==> src/rtl/spi_m_pkg.sv <==
package spi_m_pkg;
  typedef enum logic [2:0] {
    ST_IDLE,
    ST_HI,
    ST_LO,
    ST_TAIL,
    ST_GAP
  } spi_st_e;
endpackage

==> src/rtl/spi_m_tick.sv <==
module spi_m_tick #(
  parameter int DIV_W = 8
) (
  input  logic             clk_i,
  input  logic             rst_ni,
  input  logic             run_i,
  input  logic             restart_i,
  input  logic [DIV_W-1:0] half_i,
  output logic             tick_o
);
  logic [DIV_W-1:0] half_q, cnt_q;

  assign tick_o = run_i && (cnt_q == half_q - 1'b1);

  always_ff @(posedge clk_i or negedge rst_ni) begin
    if (!rst_ni) begin
      half_q <= DIV_W'(1);
      cnt_q  <= '0;
    end else if (restart_i) begin
      half_q <= (half_i == '0) ? DIV_W'(1) : half_i;
      cnt_q  <= '0;
    end else if (!run_i || tick_o) begin
      cnt_q <= '0;
    end else begin
      cnt_q <= cnt_q + 1'b1;
    end
  end

  a_r4_cnt_below_half: assert property (@(posedge clk_i) disable iff (!rst_ni)
    cnt_q < half_q);
endmodule

==> src/rtl/spi_m_shift.sv <==
module spi_m_shift #(
  parameter int W  = 16,
  parameter int LW = 5
) (
  input  logic          clk_i,
  input  logic          rst_ni,
  input  logic          load_i,
  input  logic [W-1:0]  data_i,
  input  logic [LW-1:0] len_i,
  input  logic          sample_i,
  input  logic          miso_i,
  input  logic          advance_i,
  input  logic          capture_i,
  output logic          tx_bit_o,
  output logic [W-1:0]  rx_o
);
  localparam logic [LW-1:0] WL = LW'(W);

  logic [W-1:0] tx_sr, rx_sr, rx_q;

  assign tx_bit_o = tx_sr[W-1];
  assign rx_o     = rx_q;

  always_ff @(posedge clk_i or negedge rst_ni) begin
    if (!rst_ni) begin
      tx_sr <= '0;
      rx_sr <= '0;
      rx_q  <= '0;
    end else begin
      if (load_i) begin
        tx_sr <= data_i << (WL - len_i);  // MSB of the word to the top
        rx_sr <= '0;
      end else begin
        if (advance_i) tx_sr <= {tx_sr[W-2:0], 1'b0};
        if (sample_i)  rx_sr <= {rx_sr[W-2:0], miso_i};
      end
      if (capture_i) rx_q <= rx_sr;
    end
  end

  a_r6_tx_hold_no_advance: assert property (@(posedge clk_i) disable iff (!rst_ni)
    !load_i && !advance_i |=> $stable(tx_bit_o));
endmodule

==> src/rtl/spi_m_ctrl.sv <==
module spi_m_ctrl
  import spi_m_pkg::*;
#(
  parameter int W     = 16,
  parameter int LW    = 5,
  parameter int MIN_L = 4
) (
  input  logic          clk_i,
  input  logic          rst_ni,
  input  logic          start_i,
  input  logic [W-1:0]  tx_i,
  input  logic [LW-1:0] len_i,
  input  logic          slave_i,
  input  logic          tick_i,
  input  logic          tx_bit_i,
  output logic          run_o,
  output logic          load_o,
  output logic [W-1:0]  load_data_o,
  output logic [LW-1:0] load_len_o,
  output logic          sample_o,
  output logic          advance_o,
  output logic          capture_o,
  output logic          done_o,
  output logic          sclk_o,
  output logic          cs_no,
  output logic          mosi_o
);
  localparam logic [LW-1:0] LMIN = LW'(MIN_L);
  localparam logic [LW-1:0] LMAX = LW'(W);

  spi_st_e       st_q;
  logic [LW-1:0] bit_q, len_q, pend_len_q, len_clamped;
  logic [W-1:0]  pend_tx_q;
  logic          pend_v_q, gap2_q, done_q;
  logic          start_ok, last_bit, idle_go, gap_go, accept;

  assign len_clamped = (len_i < LMIN) ? LMIN : (len_i > LMAX) ? LMAX : len_i;
  assign start_ok    = start_i && !slave_i;
  assign last_bit    = (bit_q == len_q - 1'b1);
  assign idle_go     = (st_q == ST_IDLE) && start_ok;
  assign gap_go      = (st_q == ST_GAP) && tick_i && gap2_q && pend_v_q;
  assign accept      = start_ok && !pend_v_q && !last_bit &&
                       ((st_q == ST_HI) || (st_q == ST_LO));

  assign load_o      = idle_go || gap_go;
  assign load_data_o = (st_q == ST_GAP) ? pend_tx_q : tx_i;
  assign load_len_o  = (st_q == ST_GAP) ? pend_len_q : len_clamped;
  assign sample_o    = (st_q == ST_HI) && tick_i;
  assign advance_o   = (st_q == ST_LO) && tick_i && !last_bit;
  assign capture_o   = (st_q == ST_LO) && tick_i && last_bit;

  assign run_o  = (st_q != ST_IDLE);
  assign sclk_o = (st_q != ST_LO);
  assign cs_no  = (st_q == ST_IDLE) || (st_q == ST_GAP);
  assign mosi_o = !cs_no && tx_bit_i;
  assign done_o = done_q;

  always_ff @(posedge clk_i or negedge rst_ni) begin
    if (!rst_ni) begin
      st_q   <= ST_IDLE;
      bit_q  <= '0;
      len_q  <= LMIN;
      gap2_q <= 1'b0;
      done_q <= 1'b0;
    end else begin
      done_q <= capture_o;
      unique case (st_q)
        ST_IDLE: if (idle_go) begin
          st_q  <= ST_HI;
          bit_q <= '0;
          len_q <= load_len_o;
        end
        ST_HI: if (tick_i) st_q <= ST_LO;
        ST_LO: if (tick_i) begin
          if (last_bit) st_q <= ST_TAIL;
          else begin
            st_q  <= ST_HI;
            bit_q <= bit_q + 1'b1;
          end
        end
        ST_TAIL: if (tick_i) begin
          st_q   <= ST_GAP;
          gap2_q <= 1'b0;
        end
        ST_GAP: if (tick_i) begin
          if (!gap2_q) gap2_q <= 1'b1;
          else if (pend_v_q) begin
            st_q  <= ST_HI;
            bit_q <= '0;
            len_q <= pend_len_q;
          end else st_q <= ST_IDLE;
        end
        default: st_q <= ST_IDLE;
      endcase
    end
  end

  always_ff @(posedge clk_i or negedge rst_ni) begin
    if (!rst_ni) begin
      pend_v_q   <= 1'b0;
      pend_tx_q  <= '0;
      pend_len_q <= LMIN;
    end else if (accept) begin
      pend_v_q   <= 1'b1;
      pend_tx_q  <= tx_i;
      pend_len_q <= len_clamped;
    end else if (gap_go) begin
      pend_v_q <= 1'b0;
    end
  end

  a_r10_slave_stays_idle: assert property (@(posedge clk_i) disable iff (!rst_ni)
    (st_q == ST_IDLE) && slave_i |=> (st_q == ST_IDLE));
  a_r8_pend_held_until_gap: assert property (@(posedge clk_i) disable iff (!rst_ni)
    pend_v_q && (st_q != ST_GAP) |=> pend_v_q);
  a_r9_no_queue_on_last_bit: assert property (@(posedge clk_i) disable iff (!rst_ni)
    ((st_q == ST_HI) || (st_q == ST_LO)) && last_bit && !pend_v_q |=> !pend_v_q);
  a_r7_done_one_cycle: assert property (@(posedge clk_i) disable iff (!rst_ni)
    done_q |=> !done_q);
endmodule

==> src/rtl/spi_cpol1_master.sv <==
module spi_cpol1_master #(
  parameter int MAX_W = 16,
  parameter int MIN_W = 4,
  parameter int DIV_W = 8,
  localparam int LW   = $clog2(MAX_W + 1)
) (
  input  logic             clk_i,
  input  logic             rst_ni,
  input  logic             start_i,
  input  logic [MAX_W-1:0] tx_data_i,
  input  logic [LW-1:0]    word_len_i,
  input  logic [DIV_W-1:0] half_div_i,
  input  logic             slave_mode_i,
  output logic [MAX_W-1:0] rx_data_o,
  output logic             done_o,
  output logic             sclk_o,
  output logic             cs_no,
  output logic             mosi_o,
  input  logic             miso_i,
  output logic             sclk_oe_no
);
  logic             run, load, sample, advance, capture, tick, tx_bit;
  logic [MAX_W-1:0] load_data;
  logic [LW-1:0]    load_len;

  assign sclk_oe_no = slave_mode_i;  // pad enable active low: master drives clock

  spi_m_tick #(.DIV_W(DIV_W)) u_tick (
    .clk_i, .rst_ni,
    .run_i(run), .restart_i(load), .half_i(half_div_i), .tick_o(tick)
  );

  spi_m_ctrl #(.W(MAX_W), .LW(LW), .MIN_L(MIN_W)) u_ctrl (
    .clk_i, .rst_ni,
    .start_i, .tx_i(tx_data_i), .len_i(word_len_i), .slave_i(slave_mode_i),
    .tick_i(tick), .tx_bit_i(tx_bit),
    .run_o(run), .load_o(load), .load_data_o(load_data), .load_len_o(load_len),
    .sample_o(sample), .advance_o(advance), .capture_o(capture),
    .done_o, .sclk_o, .cs_no, .mosi_o
  );

  spi_m_shift #(.W(MAX_W), .LW(LW)) u_shift (
    .clk_i, .rst_ni,
    .load_i(load), .data_i(load_data), .len_i(load_len),
    .sample_i(sample), .miso_i, .advance_i(advance), .capture_i(capture),
    .tx_bit_o(tx_bit), .rx_o(rx_data_o)
  );

  a_r1_frame_high_lines_idle: assert property (@(posedge clk_i) disable iff (!rst_ni)
    cs_no |-> sclk_o && !mosi_o);
  a_r7_done_inside_frame: assert property (@(posedge clk_i) disable iff (!rst_ni)
    done_o |-> !cs_no);
  a_r4_clock_low_only_in_frame: assert property (@(posedge clk_i) disable iff (!rst_ni)
    !sclk_o |-> !cs_no);
endmodule

==> config.mk <==
export PLATFORM = sky130hd
export DESIGN_NAME = spi_cpol1_master
export DESIGN_NICKNAME = d
export VERILOG_FILES = /design/src/rtl/spi_m_pkg.sv /design/src/rtl/spi_m_tick.sv /design/src/rtl/spi_m_shift.sv /design/src/rtl/spi_m_ctrl.sv /design/src/rtl/spi_cpol1_master.sv
export SDC_FILE = /design/constraint.sdc
export NUM_CORES = 1
export LEC_CHECK = 0
export ABC_AREA = 1
export BUFFER_PORTS_ARGS = -buffer_cell sky130_fd_sc_hd__buf_2
export CAP_MARGIN = 20
export CELL_PAD_IN_SITES_DETAIL_PLACEMENT = 1
export CELL_PAD_IN_SITES_GLOBAL_PLACEMENT = 1
export CORE_MARGIN = 4
export CORE_UTILIZATION = 48
export DETAILED_ROUTE_END_ITERATION = 6
export HOLD_SLACK_MARGIN = 0.02
export PLACE_DENSITY_LB_ADDON = 0.1
export SETUP_SLACK_MARGIN = 0.2
export SLEW_MARGIN = 15
export SYNTH_ARGS = -nofsm -noshare
export SYNTH_HDL_FRONTEND = slang
export SYNTH_HIERARCHICAL = 1
export SYNTH_SLANG_ARGS = --single-unit
==> constraint.sdc <==
create_clock -name clk_i -period 7.5 [get_ports clk_i]
set_input_delay 0.75 -clock clk_i [delete_from_list [all_inputs] [get_ports clk_i]]
set_output_delay 0.75 -clock clk_i [all_outputs]
set_load 0.005 [all_outputs]
# After elaboration in Yosys (flattened, before gate mapping)
# Cells that the tools add are included.
[classes] n_addsub=5 magnitude_cmp=2 n_eq_ne=15 shift=1 muxes=37 reduce_logical=36
[ops] cell="$mux 16" n=5
[ops] cell="$mux 5" n=13
[ops] cell="$mux 8" n=3
[ops] cell="$mux 3" n=6
[ops] cell="$shl 16x5->16" n=1
[ops] cell="$pmux 3 s5" n=1
[ops] cell="$pmux 5 s3" n=1
[ops] cell="$logic_and 1x1->1" n=14
[ops] cell="$ne 2x1->1 const B" n=7
[ops] cell="$pmux 5 s2" n=1
[ops] cell="$reduce_bool 2->1" n=5
[ops] cell="$add 8x1->8 const B" n=1
[ops] cell="$eq 8x8->1" n=1
[ops] cell="$logic_not 8->1" n=1
[ops] cell="$sub 8x1->8 const B" n=1
[ops] cell="$reduce_and 7->1" n=1
[ops] cell="$eq 3x2->1 const B" n=2
[ops] cell="$reduce_and 6->1" n=1
[ops] cell="$reduce_bool 3->1" n=2
[ops] cell="$add 5x1->5 const B" n=1
[ops] cell="$eq 5x5->1" n=1
[ops] cell="$gt 5x5->1 const B" n=1
[ops] cell="$logic_not 1->1" n=5
[ops] cell="$lt 5x3->1 const B" n=1
[ops] cell="other kinds (13)" n=20
[word_totals] register_bits=101 in_bits=34 out_inout_bits=21 elab_cells=109

# Depth between registers and ports, before layout
# Gate-level depths: netlist (run 1).
[depth] word_depth=8 mapped_depth=22 ltp_nobuf=21

# By module
# The synthesis (run 1) kept the hierarchy.
[modules_own_cells] module="spi_m_shift" n_inst=1 cells_each=373 area_each_um2=2765.2 seq_area_each_um2=1201.2
[modules_own_cells] module="spi_m_ctrl" n_inst=1 cells_each=284 area_each_um2=2218.4 seq_area_each_um2=928.4
[modules_own_cells] module="spi_m_tick" n_inst=1 cells_each=143 area_each_um2=1003.5 seq_area_each_um2=401.6
[modules_own_cells] module="spi_cpol1_master" n_inst=1 cells_each=1 area_each_um2=7.5 seq_area_each_um2=0.0

# Least setup slack after synthesis (run 1)
# Ideal clock, no wire load.
[synth_timing] path_kind="input-to-reg" startpoint="input port word_len_i[4]" endpoint="register u_shift.tx_sr[15]" setup_time_ps=113 arrival_ps=2831 required_time_ps=7387 setup_slack_ps=4557 cell_stages=18 path_buffers=5 cell_sequence="inv_1 -> nand3_1 -> o21ai_0 -> buf_6 -> inv_2 -> buf_6 -> buf_8 -> ha_1 -> buf_2 -> inv_1 -> buf_4 -> nand3_1 -> nand3_1 -> nand2_1 -> nand2_1 -> nand3_1 -> nand2_1 -> inv_1"
[synth_between] elab_chain_cells=7 elab_cells_between_ends=8 classes_between="1 x add/sub; 2 x order compare; 1 x shift; 4 x mux"
[synth_rtl] item="start: declaration" line_no="spi_cpol1_master.sv:11" text="input logic [LW-1:0] word_len_i,"
[synth_rtl] item="$gt 5x5->1" line_no="spi_m_ctrl.sv:37" text="assign len_clamped = (len_i < LMIN) ? LMIN : (len_i > LMAX) ? LMAX : len_i;"
[synth_rtl] item="$mux 5" line_no="spi_m_ctrl.sv:37"
[synth_rtl] item="$mux 5 *" line_no="spi_m_ctrl.sv:37"
[synth_rtl] item="$mux 5 *" line_no="spi_m_ctrl.sv:47" text="assign load_len_o = (st_q == ST_GAP) ? pend_len_q : len_clamped;"
[synth_rtl] item="via load_len[0]" line_no="spi_cpol1_master.sv:24" text="logic [LW-1:0] load_len;"
[synth_rtl] item="$sub 5x5->5 *" line_no="spi_m_shift.sv:31" text="tx_sr <= data_i << (WL - len_i);"
[synth_rtl] item="$shl 16x5->16 *" line_no="spi_m_shift.sv:31"
[synth_rtl] item="$mux 16 *" line_no="spi_m_shift.sv:30" text="if (load_i) begin"
[synth_rtl] item="end signal: assignment" line_no="spi_m_shift.sv:31"
[synth_rtl] item="end signal: assignment" line_no="spi_m_shift.sv:34" text="if (advance_i) tx_sr <= {tx_sr[W-2:0], 1'b0};"
[synth_rtl] item="end: declaration" line_no="spi_m_shift.sv:19" text="logic [W-1:0] tx_sr, rx_sr, rx_q;"
# Mark *: on every way through the listed nets, which the timed path passes. The rest lies on a longest branch.
# A chain may end at the register's enable or synchronous reset.

# Final worst setup path (run 1)
[layout_timing] startpoint="register u_ctrl.st_q[1]" endpoint="register u_shift.tx_sr[14]"
[layout_between] elab_cells_between_ends=18 classes_between="1 x add/sub; 2 x eq/ne; 1 x shift; 3 x mux; 11 x reduce/logical"
[layout_rtl] item="start: declaration" line_no="spi_m_ctrl.sv:31" text="spi_st_e st_q;"
[layout_rtl] item="start signal: assignment" line_no="spi_m_ctrl.sv:60" text="st_q <= ST_IDLE;"
[layout_rtl] item="start signal: assignment" line_no="spi_m_ctrl.sv:69" text="st_q <= ST_HI;"
[layout_rtl] item="start signal: assignment" line_no="spi_m_ctrl.sv:73" text="ST_HI: if (tick_i) st_q <= ST_LO;"
[layout_rtl] item="$eq 3x3->1" line_no="spi_m_ctrl.sv:47"
[layout_rtl] item="$mux 5" line_no="spi_m_ctrl.sv:47"
[layout_rtl] item="via load_len[0]" line_no="spi_cpol1_master.sv:24"
[layout_rtl] item="$sub 5x5->5" line_no="spi_m_shift.sv:31"
[layout_rtl] item="$shl 16x5->16" line_no="spi_m_shift.sv:31"
[layout_rtl] item="$mux 16" line_no="spi_m_shift.sv:30"
# The timed path passes the listed nets, and every way through them passes these cells.

==> results of run 1 <==
[cells by family (layout without fill, tap and decap cells)]
logic type,after synthesis,count (layout)
buffers and inverters,116,158
adder cells (fa/ha/maj),5,5
AND/OR/NAND/NOR,449,449
multiplexers,7,7
flip-flops,101,101
XOR/XNOR,9,9
AO/OA/AOI/OAI,114,114
[state kept, by name, summed over array words and instances, names as in the netlist]
register / flops
u_ctrl/gap2_q: 1
u_tick/half_q: 8
u_shift/tx_sr: 16
u_ctrl/done_o: 1
u_ctrl/st_q: 3
u_ctrl/pend_v_q: 1
u_ctrl/pend_tx_q: 16
u_ctrl/bit_q: 5
u_ctrl/pend_len_q: 5
u_tick/cnt_q: 8
u_ctrl/len_q: 5
u_shift/rx_o: 16
u_shift/rx_sr: 16
[Yosys cell counts, types with 2 or more instances]
cell type  number  area share (%)
nand2_1       232              15
dfrtp_1        98              41
nand3_1        94             7.8
inv_1          77             4.8
o21ai_0        64             5.3
nor2_1         52             3.3
nand2_2        31             3.2
a21oi_1        24             2.0
o21ai_2        20             2.9
clkbuf_1       11            0.69
buf_2          10            0.83
or2_2           9            0.94
inv_2           8            0.50
buf_6           7             1.3
mux2_2          7             1.3
nand3_2         6             1.0
ha_1            5             1.0
nor2_2          5            0.52
nor2_4          5            0.94
xnor2_1         5            0.73
nand2_4         4            0.75
nand4_1         4            0.42
xor2_1          4            0.58
dfstp_2         3             1.3
nand3b_1        3            0.38
buf_4           2            0.25
nor4_1          2            0.21
o21ai_1         2            0.17
o21bai_1        2            0.25
[critical path, cell delays in order (launching register included)]
cell and delay (ns):
dfrtp_1 0.45, nor2_4 0.18, nand2_2 0.12, inv_1 0.71, o21ai_1 0.43, buf_4 0.29
inv_2 0.29, ha_1 0.49, inv_1 0.49, nand3_1 0.20, nand3_1 0.11, nand2_1 0.08
nand2_1 0.08, nand3_1 0.09, nand2_1 0.07, inv_1 0.04
[metrics by stage]
stage	instance area, sq um	setup WS (ns)	power (mW)	std cells	hold slack [ns]
4_1_cts	6600	2.99	1.81	1010	0.480
3_5_place_dp	6290	3.01	1.32	994	0.464
5_1_grt	6610	2.73	1.92	1011	0.503
3_3_place_gp	6290	3.29	1.28	994	0.462
6_report	6610	3.26	1.78	1011	0.467
2_1_floorplan	5990	4.56	1.15	801	0.444
[power by group]
part / internal (mW) / switching (mW) / leakage [nW]
Combinational: 0.207 / 0.381 / 1.89
Sequential: 0.639 / 0.0785 / 1.35
Clock: 0.269 / 0.209 / 0.146
[final timing paths]
path,end,depth (start not counted)
setup / recovery,u_shift/tx_sr[14]$_DFFE_PN0P_,15
hold / removal,u_ctrl/gap2_q$_DFFE_PN0P_,1
setup reg to reg,u_shift/tx_sr[14]$_DFFE_PN0P_,15
hold reg to reg,u_ctrl/pend_len_q[2]$_DFFE_PN1P_,2
max in group asynchronous,u_shift/tx_sr[0]$_DFFE_PN0P_,2
min in group clk_i,u_ctrl/pend_len_q[2]$_DFFE_PN1P_,2
[layer usage]
| metal | wire length [um] | vias up |
|---|---|---|
| li1 | - | 2628 |
| met1 | 6740 | 2589 |
| met2 | 7960 | 60 |
| met3 | 356 | 22 |
| met4 | 268 | 0 |
| met5 | 0 | - |
[layout make-up]
| class | count | share of cell area [%] |
|---|---|---|
| Multi-Input combinational cell | 584 | 44.6 |
| Timing Repair Buffer | 57 | 4.47 |
| Sequential cell | 101 | 38.3 |
| Inverter | 85 | 4.83 |
| Clock inverter | 5 | 0.909 |
| Clock buffer | 11 | 3.67 |
| Tap cell | 168 | 3.18 |
[placed cells by master, fill, tap and decap left out, types with 5 or more instances in the layout]
cell type / n
nor2_4: 5
or2_2: 9
nor2_1: 51
nand3_2: 6
mux2_2: 7
o21ai_2: 20
buf_2: 53
ha_1: 5
nor2_2: 6
a21oi_1: 24
o21ai_0: 63
nand2_2: 31
inv_2: 8
inv_1: 77
dfrtp_1: 98
nand3_1: 94
clkbuf_16: 9
nand2_1: 232
xnor2_1: 5
==> results.txt, run 1 <==
The run finished with clean final reports. The cell sitting at the root of the clock tree is a clkbuf_16. The fraction of the cycle the final worst path needs came out at between 50 and 60%. The area of the core came out at 0.0121 sq mm. The total of endpoints with negative setup slack in the final report came out at 0. The setup path with the least slack is of type reg2reg. The endpoint kind of the worst setup timing path is a register. The share of the core filled with cells in the final layout came out at 54.5%. The number of antenna cells inserted is 0. At the end of the flow, the number of nets in the layout was a little under 900.

The complex-gate fraction of the synthesized area came out at between 10% and 20%. The post-synthesis instance area is about 0.0060 sq mm. The clock-pin slew of the registers on the worst-case setup and hold paths is 0.07 ns.

The warning count from the yosys run is 6. The met2 routing resource usage after global routing came out at between 40% and 50%. The number of buffers created by CTS came out at 9.

The leakage power of the design is roughly 3.4 nW. The remaining antenna violation count after routing came out at 0. The kind of path behind the tightest hold check is in2async. After clock tree synthesis, the flow added hold-fix buffers numbering 0. The number of rows in the core area is 40.

The worst-case IR drop observed on VDD is roughly 0.00013 V. The most critical setup path has its startpoint at u_ctrl/st_q[1]$_DFFE_PN0P_. The via count normalized by instance count came out at around 5.2. Entering global routing, the biggest net connects 54 pins. The power density over the cells came out at between 200 and 300 mW/mm^2. The combined flip-flop and latch cell area came out at roughly 0.0025 sq mm.

The highest clock rate is 0.236 GHz. Relative to the synthesized area, the layout overhead comes to 10.2%. Headroom to the max-slew limit came out at 29.0%. The number of max-slew violations in the final report is 0. The xor-xnor portion of the synthesized cell area is roughly 1.3%. The cell count after synthesis came out at 801. The routing usage on met3 came out at slightly below 4%. The via count of the first global-routing pass is around 5500.

After global routing, the most crowded layer is met2. The number of instances resized during post-cts repair is 0. The async set-or-reset flop fraction in the synthesized netlist came out at 100%. The critical path data arrival time came out at roughly 4.5 ns. The number of input and output port buffers inserted came out at between 50 and 60. Routability-driven placement finished with a final weighted congestion of between 0.8 and 0.9. The fraction of the mapped netlist area in simple logic gates came out at ~35%. The total grt overflow is 0.

The net count after synthesis is 840. The multi-input combinational cell area is about 0.0029 sq mm. Counting along the longest clock path gives a buffer depth of 2.

In the routed design, unresolved DRC markers number 0. The first-iteration detailed-routing DRC count came out at 287. For flop-to-flop paths, the worst setup slack is ~3.3 ns. The sum of negative setup slack is 0 ns. The starting density of the core is between 40 and 50%. The aggregate global-route resource usage came out at between 20% and 30%. The portion of netlist area occupied by mux cells came out at 1.31%.

Setup repair after global routing left no endpoint under its margin. The average routed wire per standard cell is 15.2 um. The area of the die is around 0.014 sq mm. The routing usage on met1 came out at 28.0%. The deepest level of the CTS H-tree came out at 3. The worst clock skew came out at 0.00932 ns. The number of enable-type register cells in the synthesized netlist is 0. The total of flip-flops plus latches after synthesis came out at between 100 and 150. The clock insertion delay at the later pin of the skew report came out at approximately 0.35 ns. Fill cells in the final layout number approximately 1600. In this run the worst path has a maximum fanout of 39. The final hold violation count was 0. In the synthesized netlist the dominant register cell turns out to be dfrtp_1. The wire length of the first global-routing pass is 26.7 mm. Subtracting the final worst setup slack from the clock period gives between 4 and 5 ns. Cells with a size suffix above 1 make up 20.5% of the layout.

The number of buffers inserted to repair setup after CTS came out at 0. The total half-perimeter wirelength after legalization and detailed placement is between 10 and 15 mm. The die boundary height is roughly 120 um. The measured slew at the worst slew-check pin is approximately 1.1 ns. For the worst setup path, the data required time is about 7.8 ns.

The initial antenna violation count came to 0. The share of the yosys chip area belonging to registers came out at a little over two fifths. The worst setup path is launched from a register. The total wire length after detailed routing is 15.3 mm. The clock tree from TritonCTS is done. Across all layers, the routed design uses ~5300 vias. After Yosys synthesis, full adders, half adders and majority gates account for 1.04% of the synthesized area.

The startpoint of the worst register-to-register path is u_ctrl/st_q[1]$_DFFE_PN0P_. The number of different library cells in the post-synthesis netlist came out at 34. The length of the first detailed-routing pass in iterations came out at 4.

The TritonCTS sink count is 101. The synthesized area per cell came out at between 7 and 8 sq um. After synthesis, the largest family of logic cells by area is simple AND/OR/NAND/NOR gates.

From left edge to right edge, the die measures between 100 and 150 um. 55 I/O pins were placed. The number of violations of the max-capacitance limit came out at 0.
(Power assumes the default switching activity.)
==> run 2, diff against run 1 <==
- ABC_AREA: 1 -> 0
- clock period: 7.5 -> 4 ns (I/O delays scaled with it)
==> results.txt, run 2 <==
The synthesized area per cell is around 11 sq um. The worst pin sits at a relative slew slack of roughly 49%. The wire length of the first global-routing pass is 22.9 mm.

The via count normalized by instance count came out at 5.76. The via count of the routed design came out at roughly 4000. The area of the core is ~0.012 sq mm. The area of the die came out at about 0.014 sq mm. The measured slew at the worst slew-check pin came out at 0.771 ns. In the layout the commonest cells are dfrtp_1 (98), buf_2 (53), mux2_1 (39). Summing all multi-input logic gate instances after layout gives about 0.003 sq mm. The total grt overflow came out at 0. The run finished with clean final reports. The post-layout instance area came out at 0.00650 sq mm. Wires add up to 13.3 mm.

The length of the first detailed-routing pass in iterations came out at 4. After clock tree synthesis, the clock-pin slew on the worst setup and hold paths is 0.07 ns. The required time of the critical path came out at around 4.3 ns. The deepest level of the CTS H-tree came out at 3. The first-iteration detailed-routing DRC count came out at 315. The average routed wire per standard cell came out at roughly 19 um.

The maximum resistive drop on vdd is about 0.00035 V. The number of antenna cells inserted is 0. The power density over the cells is 530 mW/mm^2. The critical path is of the reg2reg type. The top fanout value on the critical path came out at 9.

In this run the core area contains 39 standard-cell rows. Max-cap violations in this run came to 0. Once detail routing completed, the nets flagged for antenna violations numbered 0. The most frequent standard cell in the layout excluding fill and tap cells is dfrtp_1.

The number of clock buffers added by TritonCTS is 9. Counting instances in the post-synthesis netlist gives the leading cell types as dfrtp_1 (98), mux2_1 (39), nor2_1 (37). In this run, synthesis produced a sequential element count of just over 100. The TritonCTS sink count is just over 100.

The routed design could run at a clock period as short as ~3.5 ns. During I/O placement, the number of pins put on the boundary was 55. Sequential cells were found to cover 44.3% of the synthesized design area. The fraction of the cycle the final worst path needs came out at between 80% and 90%. Setup repair after global routing left no endpoint under its margin. Summing all flip-flop and latch instances after layout gives roughly 0.0025 sq mm. The via count of the first global-routing pass came out at 4530. The warning count from the yosys run is 6. Compared with the post-synthesis result, the final layout area differs by 13.7%.

From left edge to right edge, the die measures around 120 um. The largest net degree at the start of global routing is 85. The number of input and output port buffers inserted came out at 54. The aggregate global-route resource usage is about a fifth. The library cell with the largest summed area after synthesis is dfrtp_1.

The endpoint kind of the worst setup timing path is a register. The share of the core filled with cells in the final layout is around 56%. At the end of routability-driven placement, the weighted congestion stood at 0.819.

The number of different library cells used by synthesis comes to 60. Summing every instance area after synthesis gives between 0.005 and 0.006 sq mm. The final-layout fill cell count came out at approximately 1200. The minimum hold slack came out at roughly 0.10 ns.

The number of nets in the layout is between 500 and 600. The number of max-slew violations in the final report was 0. The total of endpoints with negative setup slack in the final report came out at 0. The most used flip-flop cell after synthesis is dfrtp_1. In this run the worst hold path is classified as in2async. The initial antenna violation count is 0. The critical path data arrival time came out at between 3 and 4 ns. The number of nets in the synthesized netlist is 547. In the synthesized netlist, the number of instances is roughly 510.

Ranked by total cell area, the synthesized netlist is headed by dfrtp_1 (43%), mux2_1 (7.7%), mux2_2 (6.3%). By instance count, the leading cell after synthesis is dfrtp_1. The async set-or-reset flop fraction in the synthesized netlist came out at 100%. The starting density of the core is roughly half.

TritonCTS built the clock tree. Clock latency on the worst-skew pair, taken at its later pin, is between 0.3 and 0.4 ns. The longest clock path from root to sink contains 2 buffers. The fraction of final layout cells with drive strength greater than 1 came out at between 20% and 30%. The number of enable-type register cells in the synthesized netlist is 0.

The final hold violation count is 0. After detailed routing, the number of remaining DRC violations is 0. The total half-perimeter wirelength after legalization and detailed placement came out at between 9 and 10 mm. The sum of negative setup slack came out at 0 ns. The worst setup path is launched from a register. The number of buffers inserted to repair setup after CTS is 0. For this design the static power due to leakage is 2.78 nW. The cell sitting at the root of the clock tree is a clkbuf_16.

The instance area at placement is 0.00616 sq mm. In this run the vertical extent of the chip is ~120 um. Timing would allow up to between 0.2 and 0.3 GHz. The worst clock skew came out at 0.00741 ns.

The area share of the largest cell type after synthesis is a little over two fifths.
run 2: cell types whose count changed in the layout (fill, tap and decap cells not counted), sizes merged, moves of 34 or more:
cell	change
o21ai	-78
mux2	+64
nand2	-243
nand3	-90
inv	-58
mux2i	+34
run 2: final cells by class:
class,instances,share of cell area (%)
repair buffers,72,6.34
flip-flops and latches,101,39.0
clock buffers,10,3.52
well taps,143,2.75
clock inverters,6,1.44
inverters,25,1.44
multi-input cells,351,45.5
run 2: kinds of logic (layout without fill, tap and decap cells):
logic type / count (synthesis) / count (layout) / synth area share [%]
buf+inv: 56 / 113 / 4.25
compound gates: 64 / 64 / 8.34
simple gates: 138 / 138 / 12.5
fa+ha+maj: 5 / 5 / 1.09
mux: 117 / 117 / 25.0
xor+xnor: 27 / 27 / 4.51
flops: 101 / 101 / 44.3
run 2: what timing repair did:
item | CTS | global route
hold buffers | 0 | 0
resized for setup | 0 | 1
endpoints found under the setup margin | 0 | 8
run 2: metal layers:
metal  wire length (um)  part of all wire [%]  track usage (%)
met4                214                   1.6             6.35
met3                474                   3.6             4.27
met1               5840                    44             26.7
met2               6810                    51             37.4
met5                  0                     0                0
run 2: through the flow:
step | setup WS, ns | std cells | total power [mW]
floorplan | 0.218 | 508 | 2.23
global placement | 0.492 | 692 | 2.43
detailed placement | 0.368 | 692 | 2.51
CTS | 0.342 | 708 | 3.49
global route | 0.234 | 708 | 3.67
finish | 0.474 | 708 | 3.45
run 2: power by group:
part           switching (mW)  total, mW  internal [mW]  leakage, nW
Clock                   0.399      0.955          0.557        0.159
Sequential              0.236       1.54           1.30         1.23
Combinational           0.484      0.953          0.469         1.38
Total                    1.12       3.45           2.33         2.78
run 2: final timing paths:
kind                                            startpoint  slack, ns                              end  cells past startpoint
min reg2reg                u_ctrl/pend_tx_q[3]$_DFFE_PN0P_       0.49  u_ctrl/pend_tx_q[3]$_DFFE_PN0P_                      1
min in group clk_i                            tx_data_i[9]       0.27  u_ctrl/pend_tx_q[9]$_DFFE_PN0P_                      2
max                           u_tick/half_q[0]$_DFFE_PN1P_       0.47    u_shift/tx_sr[14]$_DFFE_PN0P_                     14
min                                                 rst_ni        0.1        u_tick/cnt_q[4]$_DFF_PN0_                      1
max in group asynchronous                           rst_ni       3.10     u_tick/half_q[0]$_DFFE_PN1P_                      2
max reg2reg                   u_tick/half_q[0]$_DFFE_PN1P_       0.47    u_shift/tx_sr[14]$_DFFE_PN0P_                     14
run 2: critical path: stages, from the launching register on:
cell,delay [ns]
dfstp_2,0.57
inv_1,0.06
ha_1,0.28
o21bai_1,0.20
a211o_1,0.29
a31o_2,0.22
a221oi_4,0.23
and2_1,0.20
nand4_1,0.15
a21boi_4,0.20
nor2b_1,0.22
mux2i_2,0.19
buf_4,0.22
nor3_1,0.23
o32a_1,0.21
